## src/rtl/rvx_pkg.sv

```systemverilog
package rvx_pkg;
  localparam int WORD_W     = 32;
  localparam int PIX_W      = 16;
  localparam int DIM_W      = 16;
  localparam int POS_Y_LSB  = 16;
  localparam int SIZE_H_LSB = 16;

  typedef enum logic [2:0] {
    SQ_IDLE,
    SQ_W0,
    SQ_W1,
    SQ_R0,
    SQ_R1,
    SQ_RF
  } seq_state_e;
endpackage

```

## src/rtl/rvx_field_decode.sv

```systemverilog
module rvx_field_decode
  import rvx_pkg::*;
#(
  parameter int X_BITS = 10,
  parameter int Y_BITS = 9
) (
  input  logic [WORD_W-1:0] pos_word,
  input  logic [WORD_W-1:0] size_word,
  output logic [X_BITS-1:0] col,
  output logic [Y_BITS-1:0] line,
  output logic [DIM_W-1:0]  width,
  output logic [DIM_W-1:0]  height
);
  always_comb begin
    col    = pos_word[X_BITS-1:0];
    line   = pos_word[POS_Y_LSB +: Y_BITS];
    width  = size_word[DIM_W-1:0];
    height = size_word[SIZE_H_LSB +: DIM_W];
  end
endmodule

```

## src/rtl/rvx_rect_walker.sv

```systemverilog
module rvx_rect_walker
  import rvx_pkg::*;
#(
  parameter int X_BITS = 10,
  parameter int Y_BITS = 9,
  localparam int AW = X_BITS + Y_BITS
) (
  input  logic              clk,
  input  logic              rst,
  input  logic              load,
  input  logic [X_BITS-1:0] ld_col,
  input  logic [Y_BITS-1:0] ld_line,
  input  logic [DIM_W-1:0]  ld_width,
  input  logic [DIM_W-1:0]  ld_height,
  input  logic              step,
  output logic              active,
  output logic              last,
  output logic [AW-1:0]     pix_addr
);
  logic [X_BITS-1:0] base_col;
  logic [Y_BITS-1:0] cur_line;
  logic [DIM_W-1:0]  row_len;
  logic [DIM_W-1:0]  lines_left;
  logic [DIM_W-1:0]  offset;
  logic              row_end;
  logic [X_BITS-1:0] cur_col;

  always_comb begin
    row_end  = ({1'b0, offset} + 17'd1) == {1'b0, row_len};
    active   = lines_left != '0;
    last     = row_end && (lines_left == DIM_W'(1));
    cur_col  = base_col + offset[X_BITS-1:0];
    pix_addr = {cur_line, cur_col};
  end

  always_ff @(posedge clk) begin
    if (rst) begin
      base_col   <= '0;
      cur_line   <= '0;
      row_len    <= '0;
      lines_left <= '0;
      offset     <= '0;
    end else if (load) begin
      base_col   <= ld_col;
      cur_line   <= ld_line;
      row_len    <= ld_width;
      lines_left <= (ld_width == '0) ? '0 : ld_height;
      offset     <= '0;
    end else if (step && active) begin
      if (row_end) begin
        offset     <= '0;
        cur_line   <= cur_line + 1'b1;
        lines_left <= lines_left - 1'b1;
      end else begin
        offset <= offset + 1'b1;
      end
    end
  end
endmodule

```

## src/rtl/rvx_pixel_seq.sv

```systemverilog
module rvx_pixel_seq
  import rvx_pkg::*;
(
  input  logic              clk,
  input  logic              rst,
  input  logic              start,
  input  logic              start_read,
  input  logic              active,
  input  logic              last,
  output logic              step,
  input  logic              wr_valid,
  input  logic [WORD_W-1:0] wr_data,
  output logic              wr_ready,
  input  logic              rd_req,
  output logic              rd_ready,
  output logic [WORD_W-1:0] rd_data,
  output logic              rd_valid,
  output logic              mem_we,
  output logic              mem_re,
  output logic [PIX_W-1:0]  mem_wdata,
  input  logic [PIX_W-1:0]  mem_rdata,
  output logic              img_ready
);
  seq_state_e        st;
  logic              dir_rd;
  logic              hi_ok;
  logic [WORD_W-1:0] word_q;

  always_comb begin
    wr_ready  = active && !dir_rd && (st == SQ_IDLE);
    rd_ready  = active &&  dir_rd && (st == SQ_IDLE);
    mem_we    = (st == SQ_W0) || (st == SQ_W1);
    mem_re    = (st == SQ_R0) || ((st == SQ_R1) && hi_ok);
    mem_wdata = (st == SQ_W1) ? word_q[WORD_W-1:PIX_W] : word_q[PIX_W-1:0];
    step      = mem_we || mem_re;
    img_ready = dir_rd;
  end

  always_ff @(posedge clk) begin
    if (rst) begin
      st       <= SQ_IDLE;
      dir_rd   <= 1'b0;
      hi_ok    <= 1'b0;
      word_q   <= '0;
      rd_data  <= '0;
      rd_valid <= 1'b0;
    end else if (start) begin
      st       <= SQ_IDLE;
      dir_rd   <= start_read;
      hi_ok    <= 1'b0;
      rd_valid <= 1'b0;
    end else begin
      rd_valid <= 1'b0;
      unique case (st)
        SQ_IDLE: begin
          if (wr_valid && wr_ready) begin
            word_q <= wr_data;
            st     <= SQ_W0;
          end else if (rd_req && rd_ready) begin
            st <= SQ_R0;
          end
        end
        SQ_W0: st <= last ? SQ_IDLE : SQ_W1;
        SQ_W1: st <= SQ_IDLE;
        SQ_R0: begin
          hi_ok <= !last;
          st    <= SQ_R1;
        end
        SQ_R1: begin
          word_q[PIX_W-1:0] <= mem_rdata;
          st                <= SQ_RF;
        end
        SQ_RF: begin
          rd_data  <= {(hi_ok ? mem_rdata : {PIX_W{1'b0}}), word_q[PIX_W-1:0]};
          rd_valid <= 1'b1;
          st       <= SQ_IDLE;
        end
        default: st <= SQ_IDLE;
      endcase
    end
  end
endmodule

```

## src/rtl/rvx_rect_xfer.sv

```systemverilog
module rvx_rect_xfer
  import rvx_pkg::*;
#(
  parameter int X_BITS = 10,
  parameter int Y_BITS = 9,
  localparam int AW = X_BITS + Y_BITS
) (
  input  logic              clk,
  input  logic              rst,
  input  logic              xfer_start,
  input  logic              xfer_read,
  input  logic [WORD_W-1:0] pos_word,
  input  logic [WORD_W-1:0] size_word,
  input  logic              wr_valid,
  input  logic [WORD_W-1:0] wr_data,
  output logic              wr_ready,
  input  logic              rd_req,
  output logic              rd_ready,
  output logic [WORD_W-1:0] rd_data,
  output logic              rd_valid,
  output logic [AW-1:0]     mem_addr,
  output logic              mem_we,
  output logic              mem_re,
  output logic [PIX_W-1:0]  mem_wdata,
  input  logic [PIX_W-1:0]  mem_rdata,
  output logic              busy,
  output logic              img_ready
);
  logic [X_BITS-1:0] dec_col;
  logic [Y_BITS-1:0] dec_line;
  logic [DIM_W-1:0]  dec_w;
  logic [DIM_W-1:0]  dec_h;
  logic              cur_active;
  logic              cur_last;
  logic              cur_step;

  rvx_field_decode #(.X_BITS(X_BITS), .Y_BITS(Y_BITS)) u_dec (
    .pos_word  (pos_word),
    .size_word (size_word),
    .col       (dec_col),
    .line      (dec_line),
    .width     (dec_w),
    .height    (dec_h)
  );

  rvx_rect_walker #(.X_BITS(X_BITS), .Y_BITS(Y_BITS)) u_walk (
    .clk       (clk),
    .rst       (rst),
    .load      (xfer_start),
    .ld_col    (dec_col),
    .ld_line   (dec_line),
    .ld_width  (dec_w),
    .ld_height (dec_h),
    .step      (cur_step),
    .active    (cur_active),
    .last      (cur_last),
    .pix_addr  (mem_addr)
  );

  rvx_pixel_seq u_seq (
    .clk        (clk),
    .rst        (rst),
    .start      (xfer_start),
    .start_read (xfer_read),
    .active     (cur_active),
    .last       (cur_last),
    .step       (cur_step),
    .wr_valid   (wr_valid),
    .wr_data    (wr_data),
    .wr_ready   (wr_ready),
    .rd_req     (rd_req),
    .rd_ready   (rd_ready),
    .rd_data    (rd_data),
    .rd_valid   (rd_valid),
    .mem_we     (mem_we),
    .mem_re     (mem_re),
    .mem_wdata  (mem_wdata),
    .mem_rdata  (mem_rdata),
    .img_ready  (img_ready)
  );

  assign busy = cur_active;
endmodule

```

## config.mk

```make
export PLATFORM = sky130hd
export DESIGN_NAME = rvx_rect_xfer
export DESIGN_NICKNAME = d
export VERILOG_FILES = /design/src/rtl/rvx_pkg.sv /design/src/rtl/rvx_field_decode.sv /design/src/rtl/rvx_rect_walker.sv /design/src/rtl/rvx_pixel_seq.sv /design/src/rtl/rvx_rect_xfer.sv
export SDC_FILE = /design/constraint.sdc
export NUM_CORES = 1
export LEC_CHECK = 0
export CELL_PAD_IN_SITES_DETAIL_PLACEMENT = 0
export CELL_PAD_IN_SITES_GLOBAL_PLACEMENT = 1
export CORE_ASPECT_RATIO = 0.8
export CORE_UTILIZATION = 47
export CTS_BUF_LIST = sky130_fd_sc_hd__clkbuf_16
export CTS_CLUSTER_SIZE = 14
export DETAILED_ROUTE_END_ITERATION = 12
export DONT_BUFFER_PORTS = 1
export GPL_ROUTABILITY_DRIVEN = 0
export GPL_TIMING_DRIVEN = 0
export PLACE_DENSITY_LB_ADDON = 0.1
export SETUP_SLACK_MARGIN = 0.02
export SLEW_MARGIN = 20
export SYNTH_ARGS = -nofsm -noshare
export SYNTH_HDL_FRONTEND = slang
export SYNTH_HIERARCHICAL = 1
export SYNTH_SLANG_ARGS = --single-unit
```

## constraint.sdc

```tcl
create_clock -name clk -period 3.57 [get_ports clk]
set_input_delay 0.714 -clock clk [delete_from_list [all_inputs] [get_ports clk]]
set_output_delay 0.714 -clock clk [all_outputs]
set_load 0.01 [all_outputs]
```

======== Yosys cells after proc, flatten, opt, wreduce, memory -nomap -nowiden ========
Index checks and enable logic that the tools add are counted.
storage, ports and cells
  word-level logic and storage cells ...... 69
  output and inout port bits .............. 74
  bits in registers ....................... 137
operators by class
  multiplexer cells ....................... 17
  add/sub/neg operators ................... 5
  equal/unequal tests ..................... 9
  bitwise logic cells ..................... 1
  reduce and logical (&&, ||, !) cells .... 25
operators by type and width
  kind                     number
  $mux W16                 8
  $pmux W16 S2             1
  $mux W9                  3
  $add A16 B1 Y17 const B  1
  $eq A17 B16 Y1           1
  $add A16 B1 Y16 const B  1
  $eq A16 B1 Y1 const B    1
  $logic_not A16 Y1        1
  $reduce_bool A16 Y1      1
  $sub A16 B1 Y16 const B  1
  $pmux W3 S4              1
  $add A10 B10 Y10         1
  $add A9 B1 Y9 const B    1
  $logic_and A1 B1 Y1      9
  $eq A3 B2 Y1 const B     2
  $eq A3 B3 Y1 const B     2
  $mux W3                  2
  $reduce_and A3 Y1        2
  $reduce_bool A2 Y1       3
  $reduce_and A2 Y1        2
  $eq A3 B1 Y1 const B     1
  $logic_not A3 Y1         1
  $logic_or A1 B1 Y1       3
  $ne A3 B3 Y1 const B     1
  6 further kinds          7

======== Depth between registers and ports, before layout ========
Gate-level depths: netlist (run 1).
  depth after elaboration ................. 7
  mapped depth ............................ 12
  depth with buffers taken out ............ 11

======== Modules after synthesis ========
Netlist (run 1), hierarchy kept.
by module, submodules not included
  module            instances  seq. area each (µm²)  cells each  area each (µm²)
  rvx_rect_walker   1          1341.3                509         4340.4
  rvx_pixel_seq     1          1401.3                337         3035.4
  rvx_field_decode  1          0.0                   51          382.9

======== Least setup slack after synthesis (run 1) ========
Ideal clock, no wire load.
  kind .................................... register to output
  from .................................... reg u_walk.lines_left[8]
  to ...................................... out wr_ready
  arrival time ............................ 2102 ps
  buffers on the path ..................... 2
  setup slack ............................. 754 ps
  cell stages (with the launch flop) ...... 8
  path through ............................ dfxtp_1 > or4_4 > nor4b_4 > nand3_1 > or4b_1 > clkbuf_1 > buf_2 > nor2_1
between the ends
  word-level cells in the longest chain between the ends .. 3
ends and longest elaborated chain
  what                              line                   text
  from (decl)                       rvx_rect_walker.sv:23  logic [DIM_W-1:0] lines_left;
  from (signal assigned)            rvx_rect_walker.sv:47  lines_left <= (ld_width == '0) ? '0 : ld_height;
  from (signal assigned)            rvx_rect_walker.sv:53  lines_left <= lines_left - 1'b1;
  $reduce_bool A16 Y1               rvx_rect_walker.sv:30  active = lines_left != '0;
  named net busy                    rvx_rect_xfer.sv:26    output logic busy,
  $logic_and A1 B1 Y1 (2 in a row)  rvx_pixel_seq.sv:30    wr_ready = active && !dir_rd && (st == SQ_IDLE);
  to (decl)                         rvx_rect_xfer.sv:16    output logic wr_ready,
The timed path passes the listed nets, and every way through them passes these cells.

======== Worst setup path after layout (run 1) ========
Same ends and word-level chain as after synthesis.

==> results of run 1 <==
path summary, 6_finish.rpt:
path | startpoint | endpoint | slack (ps)
worst max-delay path | u_walk/lines_left[8] | wr_ready | 190
worst min-delay path | mem_rdata[11] | u_seq/rd_data[27] | 420
worst max register to register | u_seq/st[1] | u_walk/offset[11] | 350
worst min register to register | u_seq/word_q[14] | u_seq/rd_data[14] | 450
cell type report:
cell class | count | area, um^2 | share of cell area
Inverter | 31 | 116 | 0.0135
Clock buffer | 17 | 425 | 0.0493
Clock inverter | 15 | 150 | 0.0174
Tap cell | 215 | 269 | 0.0312
Timing Repair Buffer | 1 | 7.51 | 0.000870
Sequential cell | 137 | 2750 | 0.318
Buffer | 112 | 681 | 0.0789
Multi-Input combinational cell | 616 | 4230 | 0.490
sequential cells by signal (all words and copies together) (netlist names):
signal,flops
u_seq/rd_valid,1
u_walk/cur_line,9
u_walk/offset,16
u_seq/rd_data,32
u_walk/base_col,10
u_seq/st,3
u_walk/row_len,16
u_seq/hi_ok,1
u_seq/word_q,32
u_seq/img_ready,1
u_walk/lines_left,16
report_power, final:
group / total [mW] / switching (mW) / internal, mW
logic: 0.502 / 0.287 / 0.214
clock network: 1.74 / 0.715 / 1.03
registers: 1.66 / 0.0659 / 1.59
Yosys cell counts (3+ instances only):
| cell | number | area (um^2) |
|---|---|---|
| nor3_2 | 3 | 30.0 |
| inv_1 | 30 | 113 |
| buf_4 | 55 | 413 |
| and4_1 | 4 | 35.0 |
| nand2b_1 | 4 | 25.0 |
| mux2i_1 | 39 | 390 |
| buf_6 | 3 | 33.8 |
| xnor2_1 | 35 | 307 |
| nand4_4 | 3 | 63.8 |
| nor4_1 | 22 | 138 |
| nor3b_1 | 5 | 37.5 |
| nor2_1 | 93 | 349 |
| nand2_1 | 75 | 282 |
| xor2_1 | 18 | 158 |
| and3_1 | 4 | 25.0 |
| nor3_1 | 11 | 55.1 |
| o221a_1 | 10 | 113 |
| dfxtp_1 | 137 | 2740 |
| or3_1 | 9 | 56.3 |
| a22o_1 | 16 | 140 |
| o21ai_0 | 29 | 145 |
| nor2b_1 | 4 | 25.0 |
| o21a_1 | 7 | 52.6 |
| buf_2 | 25 | 125 |
| nor4_2 | 4 | 50.1 |
| nand4_1 | 7 | 43.8 |
| ha_1 | 13 | 163 |
| clkbuf_1 | 23 | 86.3 |
| a211oi_1 | 15 | 113 |
| nand3_1 | 34 | 170 |
| a21o_1 | 5 | 37.5 |
| a21oi_1 | 64 | 320 |
| and2_1 | 3 | 18.8 |
| a22oi_1 | 4 | 30.0 |
| a31oi_1 | 3 | 18.8 |
| mux2_2 | 14 | 158 |
| a221oi_1 | 5 | 43.8 |
| buf_1 | 7 | 26.3 |
metal layers:
metal,up-vias,part of all wire,GRT usage
li1,3157,-,-
met1,3160,0.48,0.343
met2,176,0.45,0.395
met3,25,0.059,0.0674
met4,0,0.012,0.0688
met5,-,0,0
kinds of logic after synthesis:
family          count (synthesis)
mux                            54
buf+inv                       144
compound gates                181
xor+xnor                       53
flops                         137
simple gates                  314
fa+ha+maj                      14
timing repair:
| item | CTS | global route |
|---|---|---|
| buffers inserted | 0 | 1 |
| gates resized for setup | 2 | 6 |
| gates cloned | 0 | 0 |
| endpoints found under the setup margin | 2 | 3 |
| hold endpoints to repair | 0 | 0 |
| pin swaps | 0 | 1 |
through the flow:
step	power, mW	utilization	worst slack (ps)	TNS (ps)	instance area [um^2]
global placement	2.17	0.503	253	0	8030
global route	4.06	0.541	55.8	0	8630
floorplan	2.06	-	754	0	7760
finish	3.90	0.541	187	0	8630
detailed placement	2.18	0.503	195	0	8030
CTS	3.93	0.540	-31.6	-31.6	8610
==> impl_metrics.yaml, run 1 <==
pwr:
  irDropWorstVdd_uv: 268
  leakagePower_nw: 3.45
  pwr_density_cell_mw_per_mm2: 452
clock_network:
  hold_buffers: 0
  clock_latency_ps: 430
  cts_buffers: 17
  h-tree-depth: 4
  clk_path_buf_depth: 2
  cts_sinks: 137
  clock-root-buffer: "clkbuf_16"
  clk_pin_slew_ps: 60
  cts_tree: "yes"
die:
  die_width_um: 146
  std_cell_rows: 41
  initial_utilization: 0.486
  die_h_um: 117
  die-area_mm2: 0.0170
  core_mm2: 0.0160
  top_level_ports: 192
synthesis:
  synthSimpleGateAreaFrac: 0.227
  synth-xor-area-share: 0.0598
  synthCells: 897
  seq_area_frac_synth: 0.353
  syn_area_mm2: 0.00776
  ys_warn_count: 6
  synth_cell_type_count: 83
  synth_area_per_cell_um2: 8.65
  synth_edf_count: 0
  syn_nets: 1029
  synth_top_family_by_area: "simple AND/OR/NAND/NOR gates"
  synth_async_sr_flop_share: 0
  synth-compound-area-share: 0.161
  synthAdderAreaFrac: 0.0235
  synth_seq_cells: 137
  ys.flop_type: "dfxtp_1"
  yosys-mux-area-fraction: 0.0726
finish:
  stdcell_count: 1144
  final_common_cell: "dfxtp_1"
  nets: 1048
  final_cell_mix: "dfxtp_1 (135), nor2_1 (93), nand2_1 (75)"
  nFillCells: 1462
  drive_gt1_frac: 0.179
  antennaDiodeCount: 0
  syn_to_final_growth_pct: 11.2
routing:
  drt-total-wl_um: 21400
  avgViaCountPerCell: 5.70
  vias: 6518
  drt_iter0_drc: 412
  drc_errors: 0
  routedWlPerCell_um: 18.7
  dr.pass1.iters: 5
  antenna_left: 0
worst_setup_path:
  crit_type: "reg -> out"
  start_kind: "flip-flop"
  crit_required_ps: 2860
  path_max_fanout: 10
  cp.arrival_ps: 2670
  path_buf_inv: 2
  slowest_stage: "or4_4"
  path_cells: "or4_4, nor4b_4, buf_4, nand3_2, or4b_4, buf_2, nor2_1"
  crit_family: "simple AND/OR/NAND/NOR gates"
  cp-end-kind: "output pin"
  crit_cells: 7
  reg2regPathDepth: 11
  max_stage_delay_ps: 590
grt:
  antenna_found_initial: 0
  grt_pass1_wl_um: 33700
  grt_pass1_vias: 6304
  grt_use_total: 0.252
  grt_max_degree: 17
  overflow: 0
run_status:
  status: "completed"
sta:
  rsz0062_at_grt: "no"
  maxSlewViolCount: 0
  clock_skew_ps: 11.4
  max_slew_margin: 0.408
  tightest_slew_ps: 889
  clock.fmax_mhz: 296
  period_share: 0.948
  post-route-min-period_ps: 3380
  setup_viol: 0
  hold_viol: 0
  hold_ws_ps: 419
placement:
  io_buffers: 0
  hpwl_um: 16500
  place_inst: 1112
hold_path:
  min_path_type: "in -> reg"
  holdPathStages: 1
job:
  maxCapViolCount: 0
No activity file was read; power rests on OpenSTA's default activity.
==> run 2: changes to the inputs <==
--- a/config.mk
+++ b/config.mk
@@ -7,2 +7,3 @@
 export LEC_CHECK = 0
+export CAP_MARGIN = 20
 export CELL_PAD_IN_SITES_DETAIL_PLACEMENT = 0
==> constraint.sdc (replaced) <==
create_clock -name clk -period 3.57 [get_ports clk]
set_input_delay 0.357 -clock clk [delete_from_list [all_inputs] [get_ports clk]]
set_output_delay 0.357 -clock clk [all_outputs]
set_load 0.01 [all_outputs]
==> run 2 against run 1 <==
Final area fell by 0.23%. Clock power barely moved. Highest routed layer unchanged. Die area did not move. Critical path type unchanged. Global-route usage did not move. Worst setup slack improved by 14 ps. Clock skew fell by 1.5 ps. Cell count did not move. Fmax rose by 0.41%. Routed wire length fell by 0.10%. Hold slack got worse by 350 ps. Sequential power barely moved. Combinational power fell by 1%.
==> impl_metrics.yaml, run 2 (synthesis gave the netlist of run 1 again) <==
worst_setup_path:
  path_max_fanout: 10
  start_kind: "flip-flop"
  crit_cells: 7
  crit_type: "reg -> out"
  crit_family: "simple AND/OR/NAND/NOR gates"
  slowest_stage: "or4_4"
  cp.arrival_ps: 3010
  max_stage_delay_ps: 590
  path_buf_inv: 2
  path_cells: "or4_4, nor4b_4, nand3_1, or4b_1, clkbuf_1, buf_2, nor2_1"
  cp-end-kind: "output pin"
  reg2regPathDepth: 8
  crit_required_ps: 3210
grt:
  grt_use_met2: 0.395
  grt_max_degree: 17
  grt_pass1_vias: 6304
  antenna_found_initial: 0
  grt_pass1_wl_um: 33700
  grt_use_total: 0.252
  gr-usage-met1: 0.343
  overflow: 0
  top_usage_layer: "met2"
  grt_use_met3: 0.0674
clock_network:
  cts_sinks: 137
  clock_latency_ps: 420
  clock-root-buffer: "clkbuf_16"
  h-tree-depth: 4
  cts_tree: "yes"
  clk_path_buf_depth: 2
  post_cts_buffers: 0
  cts_buffers: 17
  clk_pin_slew_ps: 60
finish:
  stdcell_count: 1144
  final_common_cell: "dfxtp_1"
  drive_gt1_frac: 0.174
  largestRegisters: "u_seq/rd_data: 32 flops, u_seq/word_q: 32 flops"
  final_area_mm2: 0.00861
  syn_to_final_growth_pct: 10.9
  seqCellArea_mm2: 0.00274
  nFillCells: 1464
  final_cell_mix: "dfxtp_1 (136), nor2_1 (93), nand2_1 (75)"
  antennaDiodeCount: 0
  multi_input_area_mm2: 0.00422
  nets: 1048
sta:
  max_slew_margin: 0.399
  maxSlewViolCount: 0
  tightest_slew_ps: 902
  post-route-min-period_ps: 3370
  hold_viol: 0
  tns_ps: 0
  rsz0062_at_grt: "no"
  clock.fmax_mhz: 297
  setup_slack_ps: 200
  clock_skew_ps: 9.86
  period_share: 0.944
  setup_viol: 0
routing:
  vias: 6520
  drc_errors: 0
  drt_iter0_drc: 382
  dr.pass1.iters: 5
  routedWlPerCell_um: 18.7
  drt-total-wl_um: 21400
  avgViaCountPerCell: 5.70
  antenna_left: 0
die:
  initial_utilization: 0.486
  top_level_ports: 192
  die_width_um: 146
  die-area_mm2: 0.0170
  core_mm2: 0.0160
  std_cell_rows: 41
  die_h_um: 117
placement:
  place_ws_ps: 195
  io_buffers: 0
  placed_area_mm2: 0.00803
  place_inst: 1112
  hpwl_um: 16500
hold_path:
  holdPathStages: 1
  min_path_type: "in -> reg"
pwr:
  pwr_density_cell_mw_per_mm2: 453
  net-switching-power_mw: 1.06
  combPwrFrac: 0.127
  seq_power_share: 0.426
  p_sw_frac: 0.273
  leakagePower_nw: 3.44
  intPower_mw: 2.83
  irDropWorstVdd_uv: 266
  clkPwrFrac: 0.447
run_status:
  status: "completed"
job:
  maxCapViolCount: 0
==> run 2: final timing paths <==
check             slack, ps                  to                  from
setup / recovery        200            wr_ready  u_walk/lines_left[8]
hold / removal           60   u_seq/rd_data[27]         mem_rdata[11]
setup reg to reg        320  u_walk/cur_line[2]  u_walk/lines_left[8]
hold reg to reg         450   u_seq/rd_data[11]      u_seq/word_q[11]
==> run 2: metrics by stage <==
step | hold WS, ps | util | power, mW
finish | 64.0 | 0.540 | 3.90
global route | 46.4 | 0.540 | 4.05
CTS | 46.6 | 0.539 | 3.93
detailed placement | 446 | 0.503 | 2.18
global placement | 444 | 0.503 | 2.17
floorplan | 432 | - | 2.06
==> run 2: final cells by class <==
cell class	instances	share of cell area
plain buffers	113	0.0795
inverters	31	0.0135
multi-input cells	616	0.490
flip-flops and latches	137	0.319
clock buffers	17	0.0494
clock inverters	15	0.0174
well taps	215	0.0312
==> run 2: power by group through the flow <==
stage	Combinational, mW	Clock [mW]	Sequential [mW]
floorplan	0.395	0	1.67
global placement	0.479	0	1.69
detailed placement	0.491	0	1.69
CTS	0.494	1.77	1.66
global route	0.543	1.84	1.67
finish	0.496	1.74	1.66
==> run 2: routing by layer <==
metal | part of all wire | routed length (um)
met5 | 0 | 0
met1 | 0.47 | 10100
met3 | 0.066 | 1420
met4 | 0.014 | 309
met2 | 0.45 | 9540
==> run 2: timing repair <==
| item | 4_1_cts | 5_1_grt |
|---|---|---|
| hold buffers | 0 | 0 |
| resized for setup | 0 | 2 |
| endpoints found under the setup margin | 0 | 11 |
==> run 3: changes to the inputs <==
Settings changed: CORE_UTILIZATION 47 to 51.
Clock period 3.57 ns to 3.9 ns, I/O delays scaled along.
==> run 3 against run 2 <==
Critical path depth is the same. Clock power decreased by 6%. Sequential share of layout area increased by 0.078 points. First-iteration DRC count up 27%. Power is 7.5% lower. Register-to-register slack better by 200 ps. Sequential power is 8% lower. Final area shrank 0.29%. Largest cell class unchanged.
==> impl_metrics.yaml, run 3 (synthesis gave the netlist of run 1 again) <==
pwr:
  intPower_mw: 2.61
  pwr_density_cell_mw_per_mm2: 420
  irDropWorstVdd_uv: 318
  clkPwrFrac: 0.453
  seq_power_share: 0.421
  leakagePower_nw: 3.45
  combPwrFrac: 0.126
  net-switching-power_uw: 997
  p_sw_frac: 0.277
worst_setup_path:
  crit_required_ps: 3510
  reg2reg_to: "u_walk/offset[9]"
  ff2ff_setup_slack_ps: 520
  start_kind: "flip-flop"
  path_buf_inv: 2
  crit_type: "reg -> out"
  cp-end-kind: "output pin"
  slowest_stage: "or4_4"
  cp.arrival_ps: 3010
  crit_family: "simple AND/OR/NAND/NOR gates"
  r2r_start: "u_walk/offset[0]"
  path_max_fanout: 10
  reg2regPathDepth: 10
  path_cells: "or4_4, nor4b_4, nand3_1, or4b_1, clkbuf_1, buf_2, nor2_1"
  max_stage_delay_ps: 590
clock_network:
  h-tree-depth: 4
  cts_resized: 0
  clk_path_buf_depth: 2
  clk_pin_slew_ps: 60
  hold_buffers: 0
  clock-root-buffer: "clkbuf_16"
  cts_buffers: 17
  clock_latency_ps: 430
  cts_sinks: 137
  cts_tree: "yes"
  post_cts_buffers: 0
grt:
  grt_pass1_vias: 6566
  antenna_found_initial: 0
  grt_max_degree: 17
  grt_use_total: 0.275
  overflow: 0
  grt_pass1_wl_um: 33900
routing:
  drc_errors: 0
  avgViaCountPerCell: 5.91
  vias: 6580
  antenna_left: 0
  dr.pass1.iters: 5
  routedWlPerCell_um: 19.1
  drt-total-wl_um: 21200
  drt_iter0_drc: 486
sta:
  setup_slack_ps: 505
  period_share: 0.871
  hold_viol: 0
  maxSlewViolCount: 0
  max_slew_margin: 0.406
  rsz0062_at_grt: "no"
  tightest_slew_ps: 891
  setup_viol: 0
  post-route-min-period_ps: 3400
  clock_skew_ps: 8.68
  tns_ps: 0
  clock.fmax_mhz: 295
die:
  core_mm2: 0.0145
  die-area_mm2: 0.0157
  die_width_um: 140
  top_level_ports: 192
  std_cell_rows: 39
  initial_utilization: 0.534
  die_h_um: 112
finish:
  final_cell_mix: "dfxtp_1 (137), nor2_1 (93), nand2_1 (75)"
  final_common_cell: "dfxtp_1"
  antennaDiodeCount: 0
  nets: 1048
  post-route-util: 0.590
  drive_gt1_frac: 0.175
  syn_to_final_growth_pct: 10.6
  largestRegisters: "u_seq/rd_data: 32 flops, u_seq/word_q: 32 flops"
hold_path:
  holdPathStages: 1
  min_to: "u_seq/rd_data[20]"
  min_path_type: "in -> reg"
  worstHoldStart: "mem_rdata[4]"
run_status:
  status: "completed"
job:
  maxCapViolCount: 0
placement:
  hpwl_um: 16300
  io_buffers: 0
  place_ws_ps: 495
## run 3: routing by layer
metal / vias to the layer above / GRT usage / routed length, um
met5: - / 0 / 0
met4: 0 / 0.102 / 312
met3: 26 / 0.0636 / 1470
met2: 246 / 0.431 / 9520
met1: 3145 / 0.370 / 9910
li1: 3163 / - / -
## run 3: worst max path at each step
stage	start	endpoint	slack, ps	depth (start not counted)
after floorplan	u_walk/offset[0]	u_seq/st[1]	1130	11
after global placement	u_walk/offset[0]	u_walk/offset[13]	600	10
after detailed placement	u_walk/offset[0]	u_walk/offset[9]	500	10
after CTS	u_walk/offset[0]	u_walk/offset[9]	490	10
after global routing	u_walk/offset[0]	mem_addr[8]	310	11
final	u_walk/lines_left[8]	wr_ready	500	7
## run 3: worst reg2reg max path: stages (launching register included)
cell,delay (ps)
dfxtp_1,570
ha_1,370
nand4_2,200
or4_1,580
mux2i_1,160
nand2_1,130
nand4_4,170
buf_4,250
o21ai_1,440
buf_2,340
nor2_1,90
## run 3: cell type report
cell class	instances	area (um^2)
Buffer	113	684
Clock buffer	17	425
Clock inverter	15	169
Fill cell	1333	5960
Inverter	31	116
Multi-Input combinational cell	616	4220
Sequential cell	137	2740
Tap cell	184	230
## run 3: power by group through the flow
stage / clock network, mW / registers [mW] / logic, mW
2_1_floorplan: 0 / 1.53 / 0.361
3_3_place_gp: 0 / 1.55 / 0.436
3_5_place_dp: 0 / 1.55 / 0.448
4_1_cts: 1.65 / 1.52 / 0.451
5_1_grt: 1.72 / 1.52 / 0.494
6_report: 1.63 / 1.52 / 0.455
## run 3: stage by stage
| stage | area, um^2 | instances | hold WS, ps | power [mW] |
|---|---|---|---|---|
| after global routing | 8580 | 1113 | 66.2 | 3.74 |
| final | 8580 | 1113 | 82.5 | 3.60 |
| after floorplan | 7760 | 897 | 432 | 1.89 |
| after detailed placement | 7990 | 1081 | 447 | 2.00 |
| after CTS | 8580 | 1113 | 71.4 | 3.62 |
| after global placement | 7990 | 1081 | 444 | 1.98 |
